## src/rtl/ipc_flag_pkg.sv

```systemverilog
package ipc_flag_pkg;

  // Offsets shared by both ports: strobe (set/ack) and read-only view.
  localparam int unsigned STROBE_OFS = 0;
  localparam int unsigned VIEW_OFS   = 1;

  typedef enum logic [1:0] {
    ROLE_NONE   = 2'd0,
    ROLE_STROBE = 2'd1,
    ROLE_VIEW   = 2'd2
  } reg_role_e;

  function automatic reg_role_e role_of(input int unsigned ofs);
    if (ofs == STROBE_OFS)    return ROLE_STROBE;
    else if (ofs == VIEW_OFS) return ROLE_VIEW;
    else                      return ROLE_NONE;
  endfunction

endpackage

```

## src/rtl/ipc_port_decode.sv

```systemverilog
module ipc_port_decode
  import ipc_flag_pkg::*;
#(
  parameter int unsigned ADDR_W = 4,
  parameter int unsigned DATA_W = 32
) (
  input  logic              clk,
  input  logic              rst_n,
  input  logic [ADDR_W-1:0] addr,
  input  logic [DATA_W-1:0] wdata,
  input  logic              we,
  input  logic              re,
  input  logic [DATA_W-1:0] view_data,
  output logic [DATA_W-1:0] strobe_vec,
  output logic [DATA_W-1:0] rdata
);

  reg_role_e         role;
  logic [DATA_W-1:0] rdata_q;
  logic [DATA_W-1:0] rd_sel;

  always_comb role = role_of(int'(addr));

  // Write-one strobe: only the strobe offset produces a pulse vector.
  assign strobe_vec = (we && role == ROLE_STROBE) ? wdata : '0;

  // Strobe offset and unmapped offsets read as zero.
  always_comb begin
    rd_sel = '0;
    if (role == ROLE_VIEW) rd_sel = view_data;
  end

  always_ff @(posedge clk) begin
    if (!rst_n)  rdata_q <= '0;
    else if (re) rdata_q <= rd_sel;
    else         rdata_q <= '0;
  end

  assign rdata = rdata_q;

endmodule

```

## src/rtl/ipc_flag_store.sv

```systemverilog
module ipc_flag_store #(
  parameter int unsigned NUM_FLAGS = 32
) (
  input  logic                 clk,
  input  logic                 rst_n,
  input  logic [NUM_FLAGS-1:0] set_vec,
  input  logic [NUM_FLAGS-1:0] ack_vec,
  output logic [NUM_FLAGS-1:0] flags_q
);

  // Clear first, then set: a coincident set survives the acknowledge.
  function automatic logic [NUM_FLAGS-1:0] flag_next(
    input logic [NUM_FLAGS-1:0] cur,
    input logic [NUM_FLAGS-1:0] set_m,
    input logic [NUM_FLAGS-1:0] ack_m
  );
    return (cur & ~ack_m) | set_m;
  endfunction

  always_ff @(posedge clk) begin
    if (!rst_n) flags_q <= '0;
    else        flags_q <= flag_next(flags_q, set_vec, ack_vec);
  end

endmodule

```

## src/rtl/ipc_irq_map.sv

```systemverilog
module ipc_irq_map #(
  parameter int unsigned NUM_FLAGS = 32,
  parameter int unsigned NUM_IRQ   = 4
) (
  input  logic [NUM_FLAGS-1:0] flags,
  output logic [NUM_IRQ-1:0]   irq
);

  for (genvar k = 0; k < NUM_IRQ; k++) begin : g_irq
    assign irq[k] = flags[k];
  end

endmodule

```

## src/rtl/ipc_flag_bank.sv

```systemverilog
module ipc_flag_bank #(
  parameter int unsigned NUM_FLAGS = 32,
  parameter int unsigned NUM_IRQ   = 4,
  parameter int unsigned ADDR_W    = 4
) (
  input  logic                 clk,
  input  logic                 rst_n,
  input  logic [ADDR_W-1:0]    snd_addr,
  input  logic [NUM_FLAGS-1:0] snd_wdata,
  input  logic                 snd_we,
  input  logic                 snd_re,
  output logic [NUM_FLAGS-1:0] snd_rdata,
  input  logic [ADDR_W-1:0]    rcv_addr,
  input  logic [NUM_FLAGS-1:0] rcv_wdata,
  input  logic                 rcv_we,
  input  logic                 rcv_re,
  output logic [NUM_FLAGS-1:0] rcv_rdata,
  output logic [NUM_IRQ-1:0]   rcv_irq
);

  // Named internal events, visible to the bound checker.
  logic [NUM_FLAGS-1:0] set_vec;
  logic [NUM_FLAGS-1:0] ack_vec;
  logic [NUM_FLAGS-1:0] flags_q;

  ipc_port_decode #(.ADDR_W(ADDR_W), .DATA_W(NUM_FLAGS)) snd_dec_i (
    .clk(clk), .rst_n(rst_n), .addr(snd_addr), .wdata(snd_wdata),
    .we(snd_we), .re(snd_re), .view_data(flags_q),
    .strobe_vec(set_vec), .rdata(snd_rdata)
  );

  ipc_port_decode #(.ADDR_W(ADDR_W), .DATA_W(NUM_FLAGS)) rcv_dec_i (
    .clk(clk), .rst_n(rst_n), .addr(rcv_addr), .wdata(rcv_wdata),
    .we(rcv_we), .re(rcv_re), .view_data(flags_q),
    .strobe_vec(ack_vec), .rdata(rcv_rdata)
  );

  ipc_flag_store #(.NUM_FLAGS(NUM_FLAGS)) store_i (
    .clk(clk), .rst_n(rst_n), .set_vec(set_vec), .ack_vec(ack_vec),
    .flags_q(flags_q)
  );

  ipc_irq_map #(.NUM_FLAGS(NUM_FLAGS), .NUM_IRQ(NUM_IRQ)) irq_i (
    .flags(flags_q), .irq(rcv_irq)
  );

endmodule

```

## config.mk

```make
export PLATFORM = sky130hd
export DESIGN_NAME = ipc_flag_bank
export DESIGN_NICKNAME = d
export VERILOG_FILES = /design/src/rtl/ipc_flag_pkg.sv /design/src/rtl/ipc_port_decode.sv /design/src/rtl/ipc_flag_store.sv /design/src/rtl/ipc_irq_map.sv /design/src/rtl/ipc_flag_bank.sv
export SDC_FILE = /design/constraint.sdc
export NUM_CORES = 1
export LEC_CHECK = 0
export ABC_AREA = 1
export BUFFER_PORTS_ARGS = -buffer_cell sky130_fd_sc_hd__clkbuf_2
export CAP_MARGIN = 20
export CORE_AREA = 2 2 84 86
export CTS_CLUSTER_SIZE = 14
export DETAILED_ROUTE_END_ITERATION = 16
export DIE_AREA = 0 0 86 88
export PLACE_DENSITY = 0.83
export SLEW_MARGIN = 10
export SYNTH_ARGS = -nofsm -noshare
export SYNTH_HDL_FRONTEND = slang
export SYNTH_SLANG_ARGS = --single-unit
```

## constraint.sdc

```tcl
create_clock -name clk -period 1.2 [get_ports clk]
set_input_delay 0.06 -clock clk [delete_from_list [all_inputs] [get_ports clk]]
set_output_delay 0.06 -clock clk [all_outputs]
set_load 0.02 [all_outputs]
```

# Word level (Yosys, flattened, before mapping)
# Cells that the tools add are included.
# word_totals
regBits,96
in_bits,78
out_inout_bits,68
elab_cells,24
# op_classes
eq_ne,6
muxes,6
bitwise_logic,3
reduce_logical,6
# ops
operator,count
$mux 32,2
$and 32x32->32,1
$not 32->32,1
$or 32x32->32,1
$eq 4x1->1 const B,2
$logic_not 4->1,2
$mux 2,4
$reduce_and 3->1,2
$eq 2x1->1 const B,2
$eq 2x2->1 const B,2
$logic_and 1x1->1,2

# Logic depth before layout (Yosys ltp)
# logic_depth
word_depth,9
mapped_depth,5
ltp_nobuf,4

# Cells and area by module
# A second synthesis with hierarchy kept.
# unflattened
cells_unflattened,516
hier_area_um2,4184.0
# by_module_without_submodules
module,instances,cells_per_inst,area_per_inst_um2,seq_area_each_um2
ipc_port_decode,2,174,1421.4,640.6
ipc_flag_store,1,164,1311.3,640.6
ipc_irq_map,1,4,30.0,0.0

# Least setup slack after synthesis
# OpenSTA, ideal clock, no wires.
# synth_path
path_kind,in2reg
from,in rcv_addr[1]
to,reg store_i.flags_q[10]
setup_ps,132
arrival_time_ps,598
required_time_ps,1068
setup_slack_ps,470
path_stages,5
n_path_buf,1
cell_sequence,nor2_2 -> buf_2 -> nand4_1 -> nand2_1 -> a21oi_1
# synth_via
elab_chain_cells,9
word_cells_on_any_way,10
cone_classes,eq/ne: 2; mux: 3; bitwise: 3; reduce/logical: 2
# synth_rtl
item,line,text
start: declaration,ipc_flag_bank.sv:13,"input logic [ADDR_W-1:0] rcv_addr,"
$eq 4x1->1,ipc_flag_pkg.sv:15,else if (ofs == VIEW_OFS) return ROLE_VIEW;
$mux 2,ipc_flag_pkg.sv:15,
$mux 2 *,ipc_flag_pkg.sv:14,if (ofs == STROBE_OFS) return ROLE_STROBE;
$eq 2x1->1 *,ipc_port_decode.sv:25,assign strobe_vec = (we && role == ROLE_STROBE) ? wdata : '0;
$logic_and 1x1->1 *,ipc_port_decode.sv:25,
$mux 32 *,ipc_port_decode.sv:25,
$not 32->32 *,ipc_flag_store.sv:17,return (cur & ~ack_m) | set_m;
$and 32x32->32 *,ipc_flag_store.sv:17,
$or 32x32->32 *,ipc_flag_store.sv:17,
end signal: assignment,ipc_flag_store.sv:22,"else flags_q <= flag_next(flags_q, set_vec, ack_vec);"
end: declaration,ipc_flag_store.sv:8,output logic [NUM_FLAGS-1:0] flags_q
# Mark *: on every way between the ends. The rest lies on a longest branch, timed or not.
# A chain may end at the register's enable or synchronous reset.

# Final worst setup path
# layout_path
from,reg store_i.flags_q[1]
to,out rcv_irq[1]
# layout_lines
item,line,text
end: declaration,ipc_flag_bank.sv:18,output logic [NUM_IRQ-1:0] rcv_irq
# No word-level cell between the ends.

==> results.py <==
metrics = {
    "timing": {
        "hold_ws_ps": 27.9,
        "final-setup-viol-count": 0,
        "tns_ps": 0,
        "maxSlewViolCount": 0,
        "fin_crit_sh_pct": 81.1,
        "tightest_slew_ps": 262,
        "grt_setup_unrepaired": "false",
        "fmax_ghz": 1.03,
        "fin_worst_skew_ps": 9.39,
        "period_needed_ps": 973,
        "maxSlewHeadroom_pct": 82.5,
        "finalHoldViolCount": 0,
    },
    "synth": {
        "syn_nets": 438,
        "syn_area_per_cell_um2": 9.05,
        "ys_seq_area_share_pct": 59.0,
        "synth_cell_types": 16,
        "netlist_instances": 360,
        "ys.warnings.count": 0,
        "ys_ff_latch": 96,
        "syn_area_um2": 3260,
    },
    "min_path": {
        "hold_path.startpoint": "rcv_wdata[18]",
        "min_path_cells": 4,
        "min_to": "store_i.flags_q[18]",
        "hold_class": "in -> reg",
    },
    "power": {
        "ir_drop_v": 0.000661,
        "p_per_area_nw_per_um2": 1290,
        "finalPower_mw": 5.90,
        "leakage_nw": 1.86,
    },
    "clocking": {
        "cts_sinks": 96,
        "cts_hold_repair.buffers": 32,
        "cts_root_buffer": "clkbuf_8",
        "cts_made_buffers": 9,
        "cts_tree": "done",
        "clkTransAtPathRegs_ps": 80,
        "clockBufferDepth": 2,
        "worstSkewPairLatency_ps": 350,
        "post_cts_buffers": 0,
        "h-tree-depth": 3,
        "cts_resized": 0,
    },
    "worst_setup_path": {
        "crit_path_end_kind": "output pin",
        "critPathArrivalTime_ps": 910,
        "reg2regPathDepth": 2,
        "critical_path.top_delay_family": "flip-flops",
        "rrSetupSlack_ps": 530,
        "cp_max_fo": 3,
        "worstSetupPathType": "reg -> out",
        "timing.rr.end": "store_i.flags_q[1]",
        "worst-path-buf-inv": 1,
        "cp_slowest_stage_delay_ps": 380,
        "reg2reg_from": "store_i.flags_q[1]",
        "critPathSlowestCell": "dfxtp_1",
        "cp_cell_sequence": "clkbuf_2",
        "critPathRequiredTime_ps": 1140,
        "critPathLaunchType": "flop",
    },
    "floorplan": {
        "num_rows": 30,
        "die_width_um": 86,
        "core_region_area_um2": 6640,
        "fp.dieH_um": 88,
        "dieArea_um2": 7570,
        "initial_utilization_pct": 49.0,
        "io_pins": 146,
    },
    "detailed_routing": {
        "vias": 3181,
        "drt_iter0_markers": 137,
        "ant_nets": 0,
        "wl_per_cell_um": 15.1,
        "drt-total-wl_um": 9240,
        "drc": 0,
        "viasPerCell": 5.18,
        "drt_first_pass_iters": 4,
    },
    "flow_run": {
        "maxCapViolCount": 0,
    },
    "place": {
        "hpwl_um": 6030,
        "gp_congestion": 0.824,
        "dp_cells": 567,
        "io_buffers": 145,
    },
    "run_status": {
        "outcome": "finished clean",
    },
    "grt": {
        "antenna_found_initial": 0,
        "grt_max_degree": 33,
        "grt_use_total_pct": 24.0,
        "grt_pass1_vias": 3008,
        "grt_pass1_wl_um": 14000,
        "grt_overflow": 0,
    },
    "layout": {
        "area_growth_pct": 40.1,
        "antenna_cells": 0,
        "utilization_pct": 68.7,
        "nets": 608,
        "nFillCells": 540,
        "instances_no_fill": 614,
        "drive_gt1_share_pct": 34.6,
    },
}
[layer usage]
layer | part of all wire (%) | vias up | track usage (%)
met5 | 0 | - | 0
li1 | - | 1529 | -
met3 | 5.9 | 18 | 3.39
met4 | 2.3 | 0 | 11.3
met1 | 39 | 1476 | 28.0
met2 | 53 | 158 | 43.6
[stage by stage]
step	setup slack (ps)	cell area (um2)
after global placement	301	4030
after floorplan	470	3260
after detailed placement	246	4030
after CTS	211	4560
final	227	4560
after global routing	167	4560
[cell usage after synthesis]
master	number	share of area, %
clkbuf_4	3	0.69
nor2_4	1	0.35
buf_6	6	2.1
nand2_1	32	3.7
buf_4	7	1.6
nor3_2	1	0.31
dfxtp_1	96	59
a21oi_1	32	4.9
nor2_1	60	6.9
clkbuf_1	6	0.69
nand4_1	64	12
nor2_2	8	1.5
inv_2	1	0.12
buf_2	9	1.4
nand4_2	2	0.77
inv_1	32	3.7
[cells by family after synthesis]
logic type	Yosys count	share of synthesized area [%]
AOI/OAI and AO/OA	32	4.92
buffers and inverters	64	10.3
DFF	96	59.0
and+or+nand+nor	168	25.8
[area by class of cell]
cell class	instances	area, um2	area share, %
inverters	33	124	2.71
clock inverters	5	81.3	1.78
well taps	80	100	2.19
repair buffers	190	1210	26.4
flip-flops and latches	96	1920	42.1
multi-input cells	200	1000	22.0
clock buffers	10	128	2.80
[cell usage in the layout, fill, tap and decap left out, types with 2 or more instances in the layout]
cell / count
buf_12: 5
clkbuf_2: 145
inv_1: 32
bufinv_16: 2
nor2_2: 8
nand4_1: 64
buf_4: 8
nor2_1: 60
a21oi_1: 32
dlygate4sd3_1: 32
nand4_2: 2
dfxtp_1: 96
clkbuf_8: 9
nand2_1: 32
[how the worst max path moves through the flow]
| stage | to | depth (start not counted) | startpoint | slack [ps] |
|---|---|---|---|---|
| 6_report | rcv_irq[1] | 1 | store_i.flags_q[1] | 230 |
| 5_1_grt | rcv_irq[0] | 1 | store_i.flags_q[0] | 170 |
| 2_1_floorplan | store_i.flags_q[10] | 5 | rcv_addr[1] | 470 |
| 3_5_place_dp | store_i.flags_q[29] | 6 | rcv_addr[1] | 250 |
| 3_3_place_gp | store_i.flags_q[19] | 6 | rcv_addr[1] | 300 |
| 4_1_cts | rcv_irq[0] | 1 | store_i.flags_q[0] | 210 |
[power by group]
group / internal (mW) / switching (mW) / total [mW]
Sequential: 3.20 / 0.00812 / 3.20
Combinational: 0.227 / 0.239 / 0.466
Clock: 1.17 / 1.06 / 2.23
[state kept, by name, indices dropped and copies added, names as in the netlist]
signal           flops
store_i.flags_q     32
snd_dec_i.rdata     32
rcv_dec_i.rdata     32
[worst register-to-register path: cells and delay by family, from the launching register on]
family | cells | cell delay, ps
compound gates | 1 | 140
flops | 1 | 380
simple gates | 1 | 80
No activity file was read; power rests on OpenSTA's default activity.
